<file path="config.mk">
export PLATFORM = sky130hd
export DESIGN_NAME = wakeup_scoreboard
export DESIGN_NICKNAME = d
export VERILOG_FILES = /design/src/rtl/wsb_pkg.sv /design/src/rtl/wsb_ready_bits.sv /design/src/rtl/wsb_slot.sv /design/src/rtl/wakeup_scoreboard.sv
export SDC_FILE = /design/constraint.sdc
export NUM_CORES = 1
export LEC_CHECK = 0
export ABC_AREA = 1
export CAP_MARGIN = 20
export CORE_AREA = 2 2 74 147
export DETAILED_ROUTE_END_ITERATION = 8
export DIE_AREA = 0 0 76 149
export DONT_BUFFER_PORTS = 1
export PLACE_DENSITY = 0.76
export SLEW_MARGIN = 25
export SYNTH_ARGS = -nofsm -noshare
export SYNTH_HDL_FRONTEND = slang
export SYNTH_SLANG_ARGS = --single-unit
</file>
<file path="constraint.sdc">
create_clock -name clk -period 1.8 [get_ports clk]
set_clock_uncertainty 0.15 [all_clocks]
set_input_delay 0.18 -clock clk [delete_from_list [all_inputs] [get_ports clk]]
set_output_delay 0.18 -clock clk [all_outputs]
set_load 0.02 [all_outputs]
</file>
<file path="src/rtl/wsb_pkg.sv">
package wsb_pkg;
  // number of source operands held per queue slot
  localparam int unsigned SRC_N = 2;
  typedef logic [SRC_N-1:0] src_mask_t;
endpackage

</file>
<file path="src/rtl/wsb_ready_bits.sv">
module wsb_ready_bits #(
  parameter int unsigned NUM_PREGS = 16,
  parameter int unsigned TAG_W     = 5
) (
  input  logic                 clk,
  input  logic                 rst_n,
  input  logic                 set_en,
  input  logic [TAG_W-1:0]     set_tag,
  input  logic                 clr_en,
  input  logic [TAG_W-1:0]     clr_tag,
  output logic [NUM_PREGS-1:0] ready_o
);
  logic [NUM_PREGS-1:0] rdy_q, rdy_d, set_oh, clr_oh;
  logic                 upd_en;

  // one-hot decode; indices outside the tracked range decode to nothing
  always_comb begin
    set_oh = '0;
    clr_oh = '0;
    for (int i = 0; i < NUM_PREGS; i++) begin
      set_oh[i] = set_en && (set_tag == TAG_W'(i));
      clr_oh[i] = clr_en && (clr_tag == TAG_W'(i));
    end
  end

  // a new producer wins over a completion to the same register
  always_comb begin
    rdy_d  = (rdy_q | set_oh) & ~clr_oh;
    upd_en = (|set_oh) | (|clr_oh);
  end

  always_ff @(posedge clk or negedge rst_n) begin
    if (!rst_n)      rdy_q <= '1;
    else if (upd_en) rdy_q <= rdy_d;
  end

  assign ready_o = rdy_q;

  p_cmpl_sets_r4: assert property (@(posedge clk) disable iff (!rst_n)
    1'b1 |=> ((ready_o & $past(set_oh & ~clr_oh)) == $past(set_oh & ~clr_oh)));
  p_alloc_clears_r2: assert property (@(posedge clk) disable iff (!rst_n)
    1'b1 |=> ((ready_o & $past(clr_oh)) == '0));
  p_bypass_r4: assert property (@(posedge clk) disable iff (!rst_n)
    (set_oh == '0 && clr_oh == '0) |=> $stable(ready_o));
endmodule

</file>
<file path="src/rtl/wsb_slot.sv">
module wsb_slot
  import wsb_pkg::*;
#(
  parameter int unsigned TAG_W = 5,
  parameter int unsigned SEQ_W = 6
) (
  input  logic                        clk,
  input  logic                        rst_n,
  input  logic                        ld,
  input  logic [SEQ_W-1:0]            ld_seq,
  input  logic                        ld_no_wait,
  input  src_mask_t                   ld_pend,
  input  logic [SRC_N-1:0][TAG_W-1:0] ld_tag,
  input  logic                        wake_v,
  input  logic [TAG_W-1:0]            wake_tag,
  input  logic                        kill_v,
  input  logic [SEQ_W-1:0]            kill_seq,
  input  logic                        rel,
  input  logic                        iss,
  input  logic [TAG_W-1:0]            probe_tag,
  output logic                        busy_o,
  output logic                        ready_o,
  output logic                        waits_o
);
  logic                        busy_q, busy_d, nw_q, nw_d, rel_q, rel_d;
  src_mask_t                   pend_q, pend_d, hit;
  logic [SEQ_W-1:0]            seq_q;
  logic [SRC_N-1:0][TAG_W-1:0] tag_q;
  logic                        drop, st_en, younger;

  always_comb begin
    for (int k = 0; k < SRC_N; k++) hit[k] = wake_v && (tag_q[k] == wake_tag);
    younger = seq_q > kill_seq;
    drop    = busy_q && (iss || (kill_v && younger));
    busy_d  = busy_q;
    pend_d  = pend_q;
    rel_d   = rel_q;
    nw_d    = nw_q;
    if (ld) begin
      busy_d = 1'b1;
      pend_d = ld_pend;
      rel_d  = 1'b0;
      nw_d   = ld_no_wait;
    end else if (drop) begin
      busy_d = 1'b0;
      pend_d = '0;
      rel_d  = 1'b0;
    end else if (busy_q) begin
      pend_d = pend_q & ~hit;
      if (rel) rel_d = 1'b1;
    end
    st_en = ld | busy_q;
  end

  always_ff @(posedge clk or negedge rst_n) begin
    if (!rst_n) begin
      busy_q <= 1'b0;
      pend_q <= '0;
      rel_q  <= 1'b0;
      nw_q   <= 1'b0;
    end else if (st_en) begin
      busy_q <= busy_d;
      pend_q <= pend_d;
      rel_q  <= rel_d;
      nw_q   <= nw_d;
    end
  end

  // payload needs no reset: it is only observed while busy_q is set
  always_ff @(posedge clk) begin
    if (ld) begin
      seq_q <= ld_seq;
      tag_q <= ld_tag;
    end
  end

  always_comb begin
    waits_o = 1'b0;
    for (int k = 0; k < SRC_N; k++)
      if (busy_q && pend_q[k] && (tag_q[k] == probe_tag)) waits_o = 1'b1;
  end

  assign busy_o  = busy_q;
  assign ready_o = busy_q && (pend_q == '0) && (!nw_q || rel_q);

  p_wake_src0_r5: assert property (@(posedge clk) disable iff (!rst_n)
    (busy_q && !ld && !drop && pend_q[0] && wake_v && tag_q[0] == wake_tag) |=> !pend_q[0]);
  p_wake_src1_r5: assert property (@(posedge clk) disable iff (!rst_n)
    (busy_q && !ld && !drop && pend_q[1] && wake_v && tag_q[1] == wake_tag) |=> !pend_q[1]);
  p_flush_young_r8: assert property (@(posedge clk) disable iff (!rst_n)
    (busy_q && !ld && kill_v && younger) |=> !busy_o);
  p_flush_keep_r8: assert property (@(posedge clk) disable iff (!rst_n)
    (busy_q && !ld && !iss && kill_v && !younger) |=> busy_o);
  p_nowait_hold_r7: assert property (@(posedge clk) disable iff (!rst_n)
    (ld && ld_no_wait) |=> !ready_o);
endmodule

</file>
<file path="src/rtl/wakeup_scoreboard.sv">
module wakeup_scoreboard
  import wsb_pkg::*;
#(
  parameter int unsigned NUM_PREGS = 16,
  parameter int unsigned TAG_W     = 5,
  parameter int unsigned SLOTS     = 4,
  parameter int unsigned SEQ_W     = 6,
  localparam int unsigned SLOT_W   = (SLOTS > 1) ? $clog2(SLOTS) : 1
) (
  input  logic                 clk,
  input  logic                 rst_n,
  input  logic                 alloc_valid,
  input  logic [SLOT_W-1:0]    alloc_slot,
  input  logic [SEQ_W-1:0]     alloc_seq,
  input  logic                 alloc_no_wait,
  input  logic                 alloc_dst_en,
  input  logic [TAG_W-1:0]     alloc_dst,
  input  logic [1:0]           alloc_src_en,
  input  logic [TAG_W-1:0]     alloc_src0,
  input  logic [TAG_W-1:0]     alloc_src1,
  input  logic                 cmpl_valid,
  input  logic [TAG_W-1:0]     cmpl_tag,
  input  logic                 flush_valid,
  input  logic [SEQ_W-1:0]     flush_seq,
  input  logic                 release_valid,
  input  logic [SLOT_W-1:0]    release_slot,
  input  logic                 issue_valid,
  input  logic [SLOT_W-1:0]    issue_slot,
  output logic [SLOTS-1:0]     slot_busy,
  output logic [SLOTS-1:0]     slot_ready,
  output logic [NUM_PREGS-1:0] reg_ready
);
  logic [SRC_N-1:0][TAG_W-1:0] src_tag;
  src_mask_t                   src_sb_rdy, ins_pend;
  logic [SLOTS-1:0]            slot_waits;

  assign src_tag = {alloc_src1, alloc_src0};

  wsb_ready_bits #(.NUM_PREGS(NUM_PREGS), .TAG_W(TAG_W)) u_bits (
    .clk     (clk),
    .rst_n   (rst_n),
    .set_en  (cmpl_valid),
    .set_tag (cmpl_tag),
    .clr_en  (alloc_valid && alloc_dst_en),
    .clr_tag (alloc_dst),
    .ready_o (reg_ready)
  );

  // insertion-time readiness: untracked indices look ready, and a value
  // completing in the same cycle counts as already present
  always_comb begin
    for (int k = 0; k < SRC_N; k++) begin
      src_sb_rdy[k] = 1'b1;
      for (int i = 0; i < NUM_PREGS; i++)
        if (src_tag[k] == TAG_W'(i)) src_sb_rdy[k] = reg_ready[i];
      ins_pend[k] = alloc_src_en[k] && !alloc_no_wait && !src_sb_rdy[k] &&
                    !(cmpl_valid && (cmpl_tag == src_tag[k]));
    end
  end

  for (genvar g = 0; g < SLOTS; g++) begin : g_slot
    wsb_slot #(.TAG_W(TAG_W), .SEQ_W(SEQ_W)) u_slot (
      .clk        (clk),
      .rst_n      (rst_n),
      .ld         (alloc_valid && (alloc_slot == SLOT_W'(g))),
      .ld_seq     (alloc_seq),
      .ld_no_wait (alloc_no_wait),
      .ld_pend    (ins_pend),
      .ld_tag     (src_tag),
      .wake_v     (cmpl_valid),
      .wake_tag   (cmpl_tag),
      .kill_v     (flush_valid),
      .kill_seq   (flush_seq),
      .rel        (release_valid && (release_slot == SLOT_W'(g))),
      .iss        (issue_valid && (issue_slot == SLOT_W'(g))),
      .probe_tag  (alloc_dst),
      .busy_o     (slot_busy[g]),
      .ready_o    (slot_ready[g]),
      .waits_o    (slot_waits[g])
    );
  end

  p_alloc_free_r9: assert property (@(posedge clk) disable iff (!rst_n)
    alloc_valid |-> !slot_busy[alloc_slot]);
  p_issue_ready_r9: assert property (@(posedge clk) disable iff (!rst_n)
    issue_valid |-> slot_ready[issue_slot]);
  p_no_live_waiters_r2: assert property (@(posedge clk) disable iff (!rst_n)
    (alloc_valid && alloc_dst_en) |-> (slot_waits == '0));
  p_same_cycle_src_r10: assert property (@(posedge clk) disable iff (!rst_n)
    (alloc_valid && !alloc_no_wait && cmpl_valid &&
     (!alloc_src_en[0] || alloc_src0 == cmpl_tag) &&
     (!alloc_src_en[1] || alloc_src1 == cmpl_tag)) |=> slot_ready[$past(alloc_slot)]);
endmodule

</file>
* Word level (Yosys, flattened, before mapping)
Index checks and enable logic that the tools add are counted.
Widths: inputs -> output; s select.
** Cells by class
- Mux-type cells :: 68
- Bitwise gates (word level) :: 16
- Multipliers :: 0
- Divide/modulo/power cells :: 0
- Equality and inequality tests :: 79
- Reduce and logical (&&, ||, !) cells :: 135
- Order comparisons :: 4
- $add $sub $neg :: 0
- Shift operators :: 0
** Operators by type and width (number)
- $eq 5x4->1 const B :: 32
- $eq 5x3->1 const B :: 16
- $logic_and 1x1->1 :: 77
- $mux 1 :: 56
- $eq 5x5->1 :: 10
- $eq 5x2->1 const B :: 8
- $reduce_or 16->1 :: 2
- $gt 6x6->1 :: 4
- $mux 2 :: 12
- $reduce_and 2->1 :: 12
- $reduce_bool 3->1 :: 8
- $eq 5x1->1 const B :: 4
- $logic_not 5->1 :: 4
- $and 16x16->16 :: 1
- $not 16->16 :: 1
- $or 16x16->16 :: 1
- $logic_not 2->1 :: 7
- $eq 2x2->1 const B :: 6
- $reduce_and 3->1 :: 4
- $logic_not 1->1 :: 9
- $and 2x2->2 :: 4
- $logic_or 1x1->1 :: 8
- $not 2->2 :: 4
- $reduce_bool 2->1 :: 4
- 2 further kinds :: 8
** Word-level totals
- Bits in latches :: 0
- Memory bits (writable) :: 0
- Output and inout bits :: 24
- Memories :: 0
- Word-level logic and storage cells :: 331
- ROM bits :: 0
- Register bits after elaboration :: 100

* Logic depth before layout (Yosys ltp)
- Depth in word-level cells :: 21
- Gate-level depth with buffers :: 12

* By module
Synthesis repeated with hierarchy kept, for this count alone.
** Second synthesis, totals
- Cells, all modules :: 871
- Area total of the unflattened synthesis :: 6404.9 um^2
** Modules (own cells, without submodules)
- wsb_slot :: seq. area each 605.6 um^2, times used 4, cells an instance 152, area an instance 1207.4 um^2
- wsb_ready_bits :: seq. area each 420.4 um^2, times used 1, cells an instance 124, area an instance 902.1 um^2
- wakeup_scoreboard :: seq. area each 0.0 um^2, times used 1, cells an instance 139, area an instance 673.1 um^2

* Worst setup path before layout
Ideal clock, no wire load.
- Path kind :: input port to flip-flop
- Start point :: in alloc_slot[0]
- End point :: reg g_slot[1].u_slot.pend_q[0]
- Stages :: 7
- Data required time :: 1.532 ns
- Setup slack :: 0.001 ns
- Path buffers :: 0
- Library setup time :: 0.118 ns
- Data arrival time :: 1.531 ns
- Cells stage by stage :: inv_2 -> nor3_2 -> inv_2 -> nand2_2 -> nand4_1 -> nand4_1 -> nand2_1
** Between the ends
- Cells in the longest elaborated chain, start to end :: 4
- Elaborated cells between the ends (all ways) :: 6
** RTL lines
- start: declaration :: RTL line wakeup_scoreboard.sv:13 : input logic [SLOT_W-1:0] alloc_slot,
- $eq 2x1->1 (*) :: RTL line wakeup_scoreboard.sv:65 : .ld (alloc_valid && (alloc_slot == SLOT_W'(g))),
- $logic_and 1x1->1 (*) :: RTL line wakeup_scoreboard.sv:65
- $reduce_bool 3->1 (no source line) or $or 1x1->1 (tied branches)
- $reduce_and 2->1 (no source line)
- end signal: assignment :: RTL line wsb_slot.sv:63 : pend_q <= pend_d;
- end: declaration :: RTL line wsb_slot.sv:26 : src_mask_t pend_q, pend_d, hit;
Every way passes the cells marked *; elsewhere a longest branch is shown, timed or not.
A chain may end at the register's enable or synchronous reset.

* Final worst setup path
- Start point :: reg g_slot[0].u_slot.seq_q[5]
- End point :: reg g_slot[0].u_slot.pend_q[1]
** Between the ends
- Cells in the longest elaborated chain, start to end :: 6
- Elaborated cells between the ends (all ways) :: 8
** RTL lines
- start: declaration :: RTL line wsb_slot.sv:27 : logic [SEQ_W-1:0] seq_q;
- start signal: assignment :: RTL line wsb_slot.sv:72 : seq_q <= ld_seq;
- $gt 6x6->1 (*) :: RTL line wsb_slot.sv:33 : younger = seq_q > kill_seq;
- $logic_and 1x1->1 (*) :: RTL line wsb_slot.sv:34 : drop = busy_q && (iss || (kill_v && younger));
- $logic_or 1x1->1 (*) :: RTL line wsb_slot.sv:34
- $logic_and 1x1->1 (*) :: RTL line wsb_slot.sv:34
- $reduce_bool 3->1 (no source line) or $mux 2 (tied branches)
- $reduce_and 2->1 (no source line) or $mux 2 (tied branches)
- end signal: assignment :: RTL line wsb_slot.sv:63
- end: declaration :: RTL line wsb_slot.sv:26
Marks and branches as above.

==> impl_results.md <==
- DR WL/cell: 19.6 um
- Slew Viols, Final: 0
- Unrepaired setup endpoints after global routing: true
- Commonest non-fill, non-tap cell in the layout: nand2_1
- Static Leak: 2.81 nW
- Total area of sequential cells: 2840 um2
- Worst skew pair latency: 360 ps
- Final Cycle Share: 1.08
- Critical Path Slowest Stage Cell: edfxtp_1
- Minimum clock period: 1950 ps
- Synth warn: 0
- Layout cell share with drive strength beyond 1: 0.199
- Num Clock Sinks: 100
- Vias in the first global route: 4616
- Failing checks: negative setup slack
- Post-DR vias/cell: 5.93
- Post-synthesis sequential area ratio: 0.518
- GP Congestion: 0.925
- CP Max Fanout: 3
- Grt met1 use: 0.347
- Slew @ Worst Pin: 443 ps
- Pwr Density: 909 nW/um2
- Final worst slack: -148 ps
- Initial antenna violation count: 0
- Post-Synthesis Cell Area: 5480 um2
- Clock transition at the registers of the reported paths: 70 ps
- Worst vdd ir: 0.000609 V
- Headroom to the max-slew limit: 0.702
- Die Height: 149 um
- Most crowded layer after global routing: met2
- Initial DRC count: 559
- Largest net degree at the start of global routing: 37
- Seq cells post-synth: 100
- Status: finished, violations left
- Max Clk Rate: 513 MHz
- Drt pass-1 iters: 5
- First-pass GRT wire length: 23900 um
- Pwr Total: 6.07 mW
- CTS Buf Count: 9
- Post-synthesis mux area share: 0
- Post-route ant nets: 0
- Xor and xnor area share after synthesis: 0.0192
- Syn Area/Cell: 9.55 um2
- Crit path DAT: 2090 ps
- Worst Hold Class: input port to register
- CP cell instances: ha_4, nand2_1, inv_2, nand3_2, nor2_1, a21oi_1, nand2_1, o31ai_2, a21oi_2, o211ai_1, nand2_1
- Gr ovfl total: 0
- Flop-to-flop setup slack: -150 ps
- Unique masters post-synth: 44
- CTS max path bufs: 2
- Worst R2R Path Depth: 11
- Synthesized Nets: 647
- Max-Cap Viols: 0
- I/O Pins: 73
- Post-DP HPWL: 10200 um
- Crit path max-delay family: compound AO/OA/AOI/OAI gates
- CP peak stage delay: 420 ps
- Worst Path Required: 1950 ps
- Filler cells: 788
- Starting Density: 0.534
- Worst slack at placement: -241 ps
- Crit path top cell by count: nand2_1
- Synth Flop Type: edfxtp_1
- Final instance area: 6670 um2
- Startpoint class of the critical path: register
- Area growth syn-to-layout: 21.7%
- Core Area: 10300 um2
- WP depth: 11
- Placed inst area: 5730 um2
- Port bufs: 0
- Hold Path Origin: cmpl_valid
- Root buffer cell: clkbuf_16
- Die area: 11300 um2
- CP Capture Type: register
- CTS tree: built
- Worst setup path class: register to register
- WP buf/inv: 1
- R2r endpoint: g_slot[0].u_slot.pend_q[1]$_DFFE_PN0P_
- Largest family of logic cells by synthesized area: simple AND/OR/NAND/NOR gates
- Post-synthesis compound-gate area fraction: 0.137
- Critical Path Sink: g_slot[0].u_slot.pend_q[1]$_DFFE_PN0P_
- Most frequent cells in the layout: 74 x nand2_1, 64 x edfxtp_1, 63 x inv_1
- Chip Width: 76 um
- Post-Route WL: 15500 um
- Synth Area in Adders: 0.0548
- Synthesized instance count: 574
- H-tree Lvls: 3
- M3 GR Usage: 0.0472
- Gr usage total: 0.276
- Area of the multi-input gates: 2250 um2
- R2r startpoint: g_slot[0].u_slot.seq_q[5]$_DFFE_PP_
- FP Rows: 53
- Simple-Gate Fraction of Synth Area: 0.178
- Residual DRC: 0
- Setup Viol. Count Final: 9
- Final hold viol count: 0
- Final net count: 722
- Number of synthesized flops with an enable pin: 64
- Critical Path Source: g_slot[0].u_slot.seq_q[5]$_DFFE_PP_
- FFs w/ async S/R, synth: 0.360
- Vias: 4697
- Met2 Usage GRT: 0.462
==> routing by layer <==
layer  up-vias  routed length [um]
met5         -                   0
met4         0                 619
met3        42                1240
met2       240                7800
met1      2270                5830
li1       2145                   -
==> metrics by stage <==
step | TNS [ps] | hold WS, ps | utilization | cells
2_1_floorplan | 0 | -266 | - | 574
3_3_place_gp | -578 | -265 | 0.557 | 721
3_5_place_dp | -1290 | -265 | 0.557 | 721
4_1_cts | -715 | 3.23 | 0.640 | 788
5_1_grt | -2490 | 17.8 | 0.649 | 791
6_report | -1080 | 6.24 | 0.649 | 792
==> worst reg2reg max path: stages (launching register included) <==
cell      delay, ps
edfxtp_1        420
ha_4            290
nand2_1          80
inv_2            70
nand3_2          70
nor2_1          110
a21oi_1          70
nand2_1         100
o31ai_2         100
a21oi_2         220
o211ai_1        130
nand2_1          80
==> final cells by class <==
cell class,instances,area share
antenna,1,0.000375
clock buffer,9,0.0338
clock inverter,7,0.00975
inverter,87,0.0504
multi-input combinational,366,0.338
sequential,100,0.426
tap,137,0.0257
timing repair buffer,85,0.116
==> repair_timing <==
action / 4_1_cts / 5_1_grt
resized for setup: 9 / 18
endpoints found under the setup margin: 11 / 18
pin swaps: 6 / 14
setup buffers: 0 / 3
endpoints found under the hold margin: 131 / 0
hold buffers: 51 / 0
==> worst min-delay path by stage <==
stage	end	slack, ps	cells after the start
floorplan	g_slot[0].u_slot.busy_o$_DFFE_PN0P_	-270	0
global placement	g_slot[3].u_slot.busy_o$_DFFE_PN0P_	-260	0
detailed placement	g_slot[3].u_slot.rel_q$_DFFE_PN0P_	-260	0
CTS	g_slot[2].u_slot.pend_q[0]$_DFFE_PN0P_	3	5
global route	g_slot[0].u_slot.rel_q$_DFFE_PN0P_	20	3
finish	g_slot[2].u_slot.pend_q[0]$_DFFE_PN0P_	6	5
==> kinds of logic after synthesis <==
| family | after synthesis |
|---|---|
| compound gates | 121 |
| xor+xnor | 12 |
| fa+ha+maj | 24 |
| buf+inv | 108 |
| flops | 100 |
| simple gates | 209 |
==> sequential cells by signal, indices dropped and copies added, names as in the netlist <==
register	flops
g_slot.u_slot.tag_q	40
g_slot.u_slot.rel_q	4
g_slot.u_slot.pend_q	8
g_slot.u_slot.busy_o	4
u_bits.ready_o	16
g_slot.u_slot.nw_q	4
g_slot.u_slot.seq_q	24
==> where the power goes <==
| group | switching (mW) | internal [mW] | leakage (nW) |
|---|---|---|---|
| sequential | 0.178 | 2.72 | 1.02 |
| combinational | 0.735 | 0.512 | 1.64 |
| clock | 0.948 | 0.977 | 0.141 |
==> synth_stat cells (5+ instances only) <==
cell type	instances	area [um2]
nand2_1	76	285
inv_1	66	248
edfxtp_1	64	1920
nor2_1	50	188
nand3_1	43	215
a21oi_1	36	180
ha_1	24	300
dfrtp_1	20	500
o21ai_1	19	95.1
inv_2	18	67.6
dfstp_2	16	420
o21ai_0	16	80.1
buf_4	14	105
o22ai_1	12	75.1
nor3_1	11	55.1
nand4_1	10	62.6
xor2_1	8	70.1
o211ai_1	7	52.6
a211oi_1	5	37.5
buf_6	5	56.3
nor3_2	5	50.1
No activity file was read; power rests on OpenSTA's default activity.
